**config.mk**
```make
export PLATFORM = sky130hd
export DESIGN_NAME = chain_cmd_rx
export DESIGN_NICKNAME = d
export VERILOG_FILES = /design/src/rtl/chain_cmd_pkg.sv /design/src/rtl/chain_cmd_sync.sv /design/src/rtl/chain_cmd_ctrl.sv /design/src/rtl/chain_cmd_dpath.sv /design/src/rtl/chain_cmd_rx.sv
export SDC_FILE = /design/constraint.sdc
export NUM_CORES = 1
export LEC_CHECK = 0
export BUFFER_PORTS_ARGS = -buffer_cell sky130_fd_sc_hd__buf_2
export CAP_MARGIN = 20
export CORE_UTILIZATION = 60
export CTS_BUF_LIST = sky130_fd_sc_hd__clkbuf_8
export CTS_CLUSTER_DIAMETER = 80
export DETAILED_ROUTE_END_ITERATION = 12
export GPL_ROUTABILITY_DRIVEN = 0
export PLACE_DENSITY = 0.81
export SKIP_LAST_GASP = 1
export SLEW_MARGIN = 10
export SYNTH_ARGS = -nofsm -noshare
export SYNTH_HDL_FRONTEND = slang
export SYNTH_SLANG_ARGS = --single-unit
```
**constraint.sdc**
```tcl
create_clock -name clk -period 2.9 [get_ports clk]
set_input_delay 0.29 -clock clk [delete_from_list [all_inputs] [get_ports clk]]
set_output_delay 0.29 -clock clk [all_outputs]
set_load 0.02 [all_outputs]
```
**src/rtl/chain_cmd_pkg.sv**
```systemverilog
package chain_cmd_pkg;
  // Strobes from the control to the datapath, valid for one system clock.
  typedef struct packed {
    logic shiftEn;   // capture one serial bit
    logic sdoUpd;    // present the oldest bit on the serial output
    logic latchCmd;  // copy the trailing word to the field registers
  } strobe_t;
endpackage

```
**src/rtl/chain_cmd_sync.sv**
```systemverilog
module chain_cmd_sync #(
  parameter int WIDTH = 3,
  parameter int STAGES = 2,
  parameter logic [WIDTH-1:0] RST_VAL = '0
) (
  input  logic             clk,
  input  logic             clrN,
  input  logic [WIDTH-1:0] din,
  output logic [WIDTH-1:0] dout
);
  logic [STAGES-1:0][WIDTH-1:0] stg;

  always_ff @(posedge clk or negedge clrN) begin
    if (!clrN) begin
      for (int i = 0; i < STAGES; i++) stg[i] <= RST_VAL;
    end else begin
      stg[0] <= din;
      for (int i = 1; i < STAGES; i++) stg[i] <= stg[i-1];
    end
  end

  assign dout = stg[STAGES-1];
endmodule

```
**src/rtl/chain_cmd_ctrl.sv**
```systemverilog
module chain_cmd_ctrl
  import chain_cmd_pkg::*;
#(
  parameter int FRAME_BITS = 32,
  parameter int WORD_BITS = 24
) (
  input  logic    clk,
  input  logic    clrN,
  input  logic    sckS,
  input  logic    csS,
  output strobe_t strobe,
  output logic    execOut
);
  localparam int CNT_W = $clog2(FRAME_BITS + 1) + 1;
  localparam logic [CNT_W-1:0] CNT_MAX = '1;
  localparam logic [CNT_W-1:0] WORD_MIN = CNT_W'(WORD_BITS);

  logic sckD, csD, execQ;
  logic sckRise, sckFall, csRise;
  logic [CNT_W-1:0] bitCnt;

  assign sckRise = sckS & ~sckD;
  assign sckFall = ~sckS & sckD;
  assign csRise  = csS & ~csD;

  always_comb begin
    strobe.shiftEn  = sckRise & ~csS;
    strobe.sdoUpd   = sckFall & ~csS;
    strobe.latchCmd = csRise & (bitCnt >= WORD_MIN);
  end

  always_ff @(posedge clk or negedge clrN) begin
    if (!clrN) begin
      sckD  <= 1'b0;
      csD   <= 1'b1;
      execQ <= 1'b0;
    end else begin
      sckD  <= sckS;
      csD   <= csS;
      execQ <= strobe.latchCmd;
    end
  end

  // Saturating bit count of the current frame.
  always_ff @(posedge clk or negedge clrN) begin
    if (!clrN)                               bitCnt <= '0;
    else if (csS)                            bitCnt <= '0;
    else if (sckRise && bitCnt != CNT_MAX)   bitCnt <= bitCnt + 1'b1;
  end

  assign execOut = execQ;

  a_r3_exec_one_cycle: assert property (@(posedge clk) disable iff (!clrN)
    execQ |=> !execQ);
  a_r7_short_no_exec: assert property (@(posedge clk) disable iff (!clrN)
    (csRise && bitCnt < WORD_MIN) |=> !execQ);
  a_r1_cnt_idle: assert property (@(posedge clk) disable iff (!clrN)
    (csS && csD) |-> bitCnt == '0);
endmodule

```
**src/rtl/chain_cmd_dpath.sv**
```systemverilog
module chain_cmd_dpath
  import chain_cmd_pkg::*;
#(
  parameter int FRAME_BITS = 32,
  parameter int CMD_W = 4,
  parameter int ADDR_W = 4,
  parameter int DATA_W = 16
) (
  input  logic              clk,
  input  logic              clrN,
  input  logic              sdiS,
  input  strobe_t           strobe,
  output logic              sdoOut,
  output logic [CMD_W-1:0]  cmdOut,
  output logic [ADDR_W-1:0] addrOut,
  output logic [DATA_W-1:0] dataOut
);
  localparam int ADDR_LSB = DATA_W;
  localparam int CMD_LSB = DATA_W + ADDR_W;

  logic [FRAME_BITS-1:0] shiftReg;
  logic                  sdoQ;
  logic [CMD_W-1:0]      cmdQ;
  logic [ADDR_W-1:0]     addrQ;
  logic [DATA_W-1:0]     dataQ;

  always_ff @(posedge clk or negedge clrN) begin
    if (!clrN)               shiftReg <= '0;
    else if (strobe.shiftEn) shiftReg <= {shiftReg[FRAME_BITS-2:0], sdiS};
  end

  always_ff @(posedge clk or negedge clrN) begin
    if (!clrN)              sdoQ <= 1'b0;
    else if (strobe.sdoUpd) sdoQ <= shiftReg[FRAME_BITS-1];
  end

  always_ff @(posedge clk or negedge clrN) begin
    if (!clrN) begin
      cmdQ  <= '0;
      addrQ <= '0;
      dataQ <= '0;
    end else if (strobe.latchCmd) begin
      cmdQ  <= shiftReg[CMD_LSB +: CMD_W];
      addrQ <= shiftReg[ADDR_LSB +: ADDR_W];
      dataQ <= shiftReg[0 +: DATA_W];
    end
  end

  assign sdoOut  = sdoQ;
  assign cmdOut  = cmdQ;
  assign addrOut = addrQ;
  assign dataOut = dataQ;

  a_r1_hold_when_idle: assert property (@(posedge clk) disable iff (!clrN)
    !strobe.shiftEn |=> $stable(shiftReg));
  a_r2_sdo_only_on_fall: assert property (@(posedge clk) disable iff (!clrN)
    !strobe.sdoUpd |=> $stable(sdoQ));
  a_r9_fields_hold: assert property (@(posedge clk) disable iff (!clrN)
    !strobe.latchCmd |=> ($stable(cmdQ) && $stable(addrQ) && $stable(dataQ)));
endmodule

```
**src/rtl/chain_cmd_rx.sv**
```systemverilog
module chain_cmd_rx
  import chain_cmd_pkg::*;
#(
  parameter int FRAME_BITS = 32,
  parameter int CMD_W = 4,
  parameter int ADDR_W = 4,
  parameter int DATA_W = 16,
  parameter int SYNC_STAGES = 2
) (
  input  logic              clk,
  input  logic              clrN,
  input  logic              sckIn,
  input  logic              sdiIn,
  input  logic              csLdN,
  output logic              sdoOut,
  output logic [CMD_W-1:0]  cmdOut,
  output logic [ADDR_W-1:0] addrOut,
  output logic [DATA_W-1:0] dataOut,
  output logic              execOut
);
  localparam int WORD_BITS = CMD_W + ADDR_W + DATA_W;

  logic [2:0] pinSync;
  strobe_t    strobe;

  chain_cmd_sync #(
    .WIDTH(3), .STAGES(SYNC_STAGES), .RST_VAL(3'b100)
  ) u_sync (
    .clk(clk), .clrN(clrN),
    .din({csLdN, sckIn, sdiIn}),
    .dout(pinSync)
  );

  chain_cmd_ctrl #(
    .FRAME_BITS(FRAME_BITS), .WORD_BITS(WORD_BITS)
  ) u_ctrl (
    .clk(clk), .clrN(clrN),
    .sckS(pinSync[1]), .csS(pinSync[2]),
    .strobe(strobe), .execOut(execOut)
  );

  chain_cmd_dpath #(
    .FRAME_BITS(FRAME_BITS), .CMD_W(CMD_W), .ADDR_W(ADDR_W), .DATA_W(DATA_W)
  ) u_dpath (
    .clk(clk), .clrN(clrN),
    .sdiS(pinSync[0]), .strobe(strobe),
    .sdoOut(sdoOut), .cmdOut(cmdOut), .addrOut(addrOut), .dataOut(dataOut)
  );

  a_r8_clear_quiet: assert property (@(posedge clk)
    !clrN |-> (!execOut && !sdoOut && cmdOut == '0));
endmodule

```
After elaboration in Yosys (flattened, before gate mapping)
Index checks and enable logic that the tools add are counted.

storage, ports and cells
  register bits = 73
  latch bits = 0
  memory bits (writable) = 0
  bits in read-only memories = 0
  input port bits = 5
  memories = 0

cells by class
  add/sub/neg operators = 1
  $mul = 0
  divide/modulo/power cells = 0
  $lt $le $gt $ge = 1
  equal/unequal tests = 1
  shift operators = 0
  mux-type cells = 2
  bitwise gates (word level) = 10
  reduce and logical (&&, ||, !) cells = 2

operators by type and width
  cell                                                                   count
  7-bit 2-to-1 mux                                                       2
  7-bit by 1-bit adder with 7-bit output, second input constant          1
  7-bit by 5-bit >= comparator with 1-bit output, second input constant  1
  7-bit != test, second input constant                                   1
  1-bit AND                                                              6
  1-bit inverter                                                         4
  2-bit nonzero test                                                     1
  1-bit logical AND                                                      1

Longest topological paths before layout
  word-level depth = 5
  mapped depth = 5

Cells and area by module
Synthesis repeated with hierarchy kept, for this count alone.

second synthesis, totals
  cells, all modules = 181
  area total of the unflattened synthesis = 3075.4 µm²

by module, submodules not included
  module           times used  cells each  area an instance (µm²)  seq. area each (µm²)
  chain_cmd_dpath  1           121         2378.5                  1426.4
  chain_cmd_ctrl   1           51          521.8                   251.5
  chain_cmd_sync   1           9           175.2                   152.6

Worst setup path after synthesis
No wires, ideal clock.

  kind = reg-to-reg
  from = register u_sync.stg, in the netlist u_sync.dout[2]
  to = register u_dpath.addrQ[3] (netlist: u_dpath.addrOut[3])
  setup time = 0.125 ns
  arrival = 1.535 ns
  required time = 2.775 ns
  slack = 1.241 ns
  stages on the path, launching flop included = 5
  buffers on the path = 2
  clock period less this slack = 1.659 ns
  cells stage by stage = dfstp_2 -> buf_2 -> nor3b_4 -> buf_6 -> mux2_2

between the ends
  cells in the longest elaborated chain, start to end = 2

RTL lines
  element               RTL line               text
  from (decl)           chain_cmd_sync.sv:11   logic [STAGES-1:0][WIDTH-1:0] stg;
  1-bit AND             chain_cmd_ctrl.sv:24   assign csRise = csS & ~csD;
  1-bit AND             chain_cmd_ctrl.sv:29   strobe.latchCmd = csRise & (bitCnt >= WORD_MIN);
  to (signal assigned)  chain_cmd_dpath.sv:44  addrQ <= shiftReg[ADDR_LSB +: ADDR_W];
  to (decl)             chain_cmd_dpath.sv:24  logic [ADDR_W-1:0] addrQ;

No other way between the ends.
A chain may end at the register's enable or synchronous reset.

Worst setup path after layout
  from = register u_sync.stg, in the netlist u_sync.dout[1]
  to = register u_dpath.shiftReg[29]

between the ends
  cells in the longest elaborated chain, start to end = 2

RTL lines
  element               RTL line               text
  1-bit AND             chain_cmd_ctrl.sv:22   assign sckRise = sckS & ~sckD;
  1-bit AND             chain_cmd_ctrl.sv:27   strobe.shiftEn = sckRise & ~csS;
  to (signal assigned)  chain_cmd_dpath.sv:29  else if (strobe.shiftEn) shiftReg <= {shiftReg[FRAME_BITS-2:0], sdiS};
  to (decl)             chain_cmd_dpath.sv:21  logic [FRAME_BITS-1:0] shiftReg;

No other way between the ends.

==> results.ini <==
[die]
fp.dieH_um = 69.93
core_area_sq_um = 4384
num_rows = 24
start_util_pct = 63.16
io_pins = 31
die-area_sq_um = 4890
fp.dieW_um = 69.93

[clock_tree]
clk_latency_ns = 0.33
cts-resized-gates = 0
cts.sinks = 73
cts_max_path_buffers = 2
ctsHtreeMaxLevel = 3
clkSlewWorstSetupHoldPaths_ns = 0.07
clock-root-buffer = clkbuf_8
cts_inserted_buffers = 9
cts_hold_buf = 0
post_cts_buffers = 0
cts_tree = done

[sta]
tightest_slew_ns = 0.8236
setup_violations = 0
fin_crit_sh_pct = 69.87
rsz0062_at_grt = false
fmax_mhz = 493.5
tns_ns = 0
fin_worst_skew_ns = 0.009134
hold_viol = 0
slew-limit-headroom_pct = 45.09
slew_viol_final = 0
period_needed_ns = 2.026

[hold_path]
min_path_type = input pin to async pin

[finish]
final_common_cell = dfrtp_1
nets = 215
diodes = 0
layout-drive-gt1-share_pct = 48.36
layout_common_cells = dfrtp_1 (70), mux2_2 (54), buf_2 (30)
area_growth_pct = 12.61

[yosys]
syn_area_sq_um = 2769
mappedNetlistNets = 178
ys_ff_latch = 73
synth_warnings = 0
syn_inst = 171
yosysUniqueCellTypes = 28
syn_area_per_cell_sq_um = 16.19
seq_area_frac_synth_pct = 66.11

[flow_run]
cap_violations = 0

[routing]
wl_met2_mm = 2.226
viasPerCell = 5.532
wl_per_cell_um = 16.33
vias = 1466
postRouteWirelength_mm = 4.328
wl_met1_mm = 1.882
drc = 0
routed-wl-met3_um = 135
drt_first_iter_violations = 59
dr.pass1.iters = 3
antenna_left = 0
routed.top_layer = met4

[setup_path]
reg2reg_slack_ns = 0.87
cp-end-kind = flop
arrival_ns = 2.23
slowest_stage = nor2b_2
crit_chain = nor2b_1, nor2b_2, buf_4, mux2_2
cpPeakStageDelay_ns = 0.57
start_kind = flop
crit_required_ns = 3.11
worst-setup-path-type = flop to flop
cp_max_fo = 20

[run_status]
status = finished, final reports clean

[global_route]
grt_usage_pct = 20.43
grt_pass1_vias = 1633
grt_pass1_wl_mm = 7.590
grt_max_degree = 38
antenna_found_initial = 0
overflow = 0

[pwr]
p_per_area_nw_per_um2 = 590.4
ir_drop_uv = 524.5
p_total_mw = 1.841
p_leak_nw = 1.645

[place]
io_buffer_count = 30
hpwl_mm = 3.014

-- registers in the layout, indices dropped and copies added, names as in the netlist --
signal,flops
u_ctrl.sckD,1
u_ctrl.execOut,1
u_dpath.addrOut,4
u_sync.stg,3
u_dpath.sdoOut,1
u_ctrl.bitCnt,7
u_dpath.cmdOut,4
u_sync.dout,3
u_dpath.shiftReg,32
u_dpath.dataOut,16
u_ctrl.csD,1
-- Yosys cell counts --
cell type | n | share of area [%]
buf_4 | 3 | 0.81
ha_1 | 2 | 0.90
a211oi_2 | 1 | 0.45
a21oi_1 | 1 | 0.18
mux2_2 | 54 | 22
nand4_1 | 2 | 0.45
nor3_1 | 2 | 0.36
clkbuf_2 | 1 | 0.18
mux2_1 | 3 | 1.2
nor2_1 | 6 | 0.81
nand2_1 | 1 | 0.14
o21ai_0 | 1 | 0.18
xnor2_1 | 1 | 0.32
nor3b_4 | 1 | 0.68
a41oi_1 | 1 | 0.32
buf_2 | 1 | 0.18
mux2i_1 | 1 | 0.36
o21a_1 | 1 | 0.27
xor2_1 | 2 | 0.63
dfrtp_1 | 70 | 63
dfstp_2 | 3 | 2.8
inv_1 | 3 | 0.41
nor3b_1 | 1 | 0.27
and4b_1 | 2 | 0.72
a211oi_1 | 1 | 0.27
buf_6 | 2 | 0.81
o211ai_1 | 2 | 0.54
nor2b_1 | 2 | 0.45
-- critical path: cells and delay by family, from the launching register on --
kind	cells	cell delay, ns
AND/OR/NAND/NOR	2	0.78
flip-flops	1	0.39
buffers and inverters	1	0.38
multiplexers	1	0.37
-- path summary, 6_finish.rpt --
kind                                     start              endpoint  cells after the start
worst max-delay path            u_sync.dout[1]  u_dpath.shiftReg[29]                      4
worst min-delay path                      clrN   u_dpath.shiftReg[0]                      1
worst max register to register  u_sync.dout[1]  u_dpath.shiftReg[29]                      4
worst min register to register   u_sync.stg[0]        u_sync.dout[0]                      0
max in group asynchronous                 clrN            u_ctrl.csD                      2
min in group clk                         csLdN         u_sync.stg[2]                      1
-- where the power goes --
part / switching [mW] / internal (mW) / total (mW)
registers: 0.0491 / 1.08 / 1.13
logic: 0.0453 / 0.0550 / 0.100
clock network: 0.320 / 0.290 / 0.611
total: 0.415 / 1.43 / 1.84
-- logic make-up (layout without fill, tap and decap cells) --
family / after synthesis / in the layout / share of synthesized area (%)
buffers and inverters: 10 / 52 / 2.394
AND/OR/NAND/NOR: 17 / 17 / 3.886
AO/OA/AOI/OAI: 8 / 8 / 2.214
adder cells (fa/ha/maj): 2 / 2 / 0.9036
flip-flops: 73 / 73 / 66.11
XOR/XNOR: 3 / 3 / 0.9491
multiplexers: 58 / 58 / 23.54
-- per-stage QoR --
stage               instances  area (sq um)  hold slack, ns  util [%]  worst slack (ns)
floorplan                 171          2769       -0.005591         -             1.241
global placement          249          2967          0.3355     67.67            0.9592
detailed placement        249          2967          0.3397     67.67            0.8653
CTS                       265          3118         0.04695     71.12            0.8624
global route              265          3118         0.05603     71.12            0.7111
finish                    265          3118         0.06179     71.12            0.8738
-- cell type report --
cell class / count / area [sq um]
multi-input combinational: 88 / 874.6
clock inverter: 7 / 27.53
inverter: 3 / 11.26
timing repair buffer: 33 / 185.2
sequential: 73 / 1831
tap: 52 / 65.06
clock buffer: 9 / 123.9
fill: 302 / 1266
-- metal layers --
| layer | up-vias | GRT usage, % |
|---|---|---|
| li1 | 673 | - |
| met1 | 760 | 25.59 |
| met2 | 23 | 33.55 |
| met3 | 10 | 5.339 |
| met4 | 0 | 9.333 |
| met5 | - | 0 |
Power figures use the tool's default switching activity.
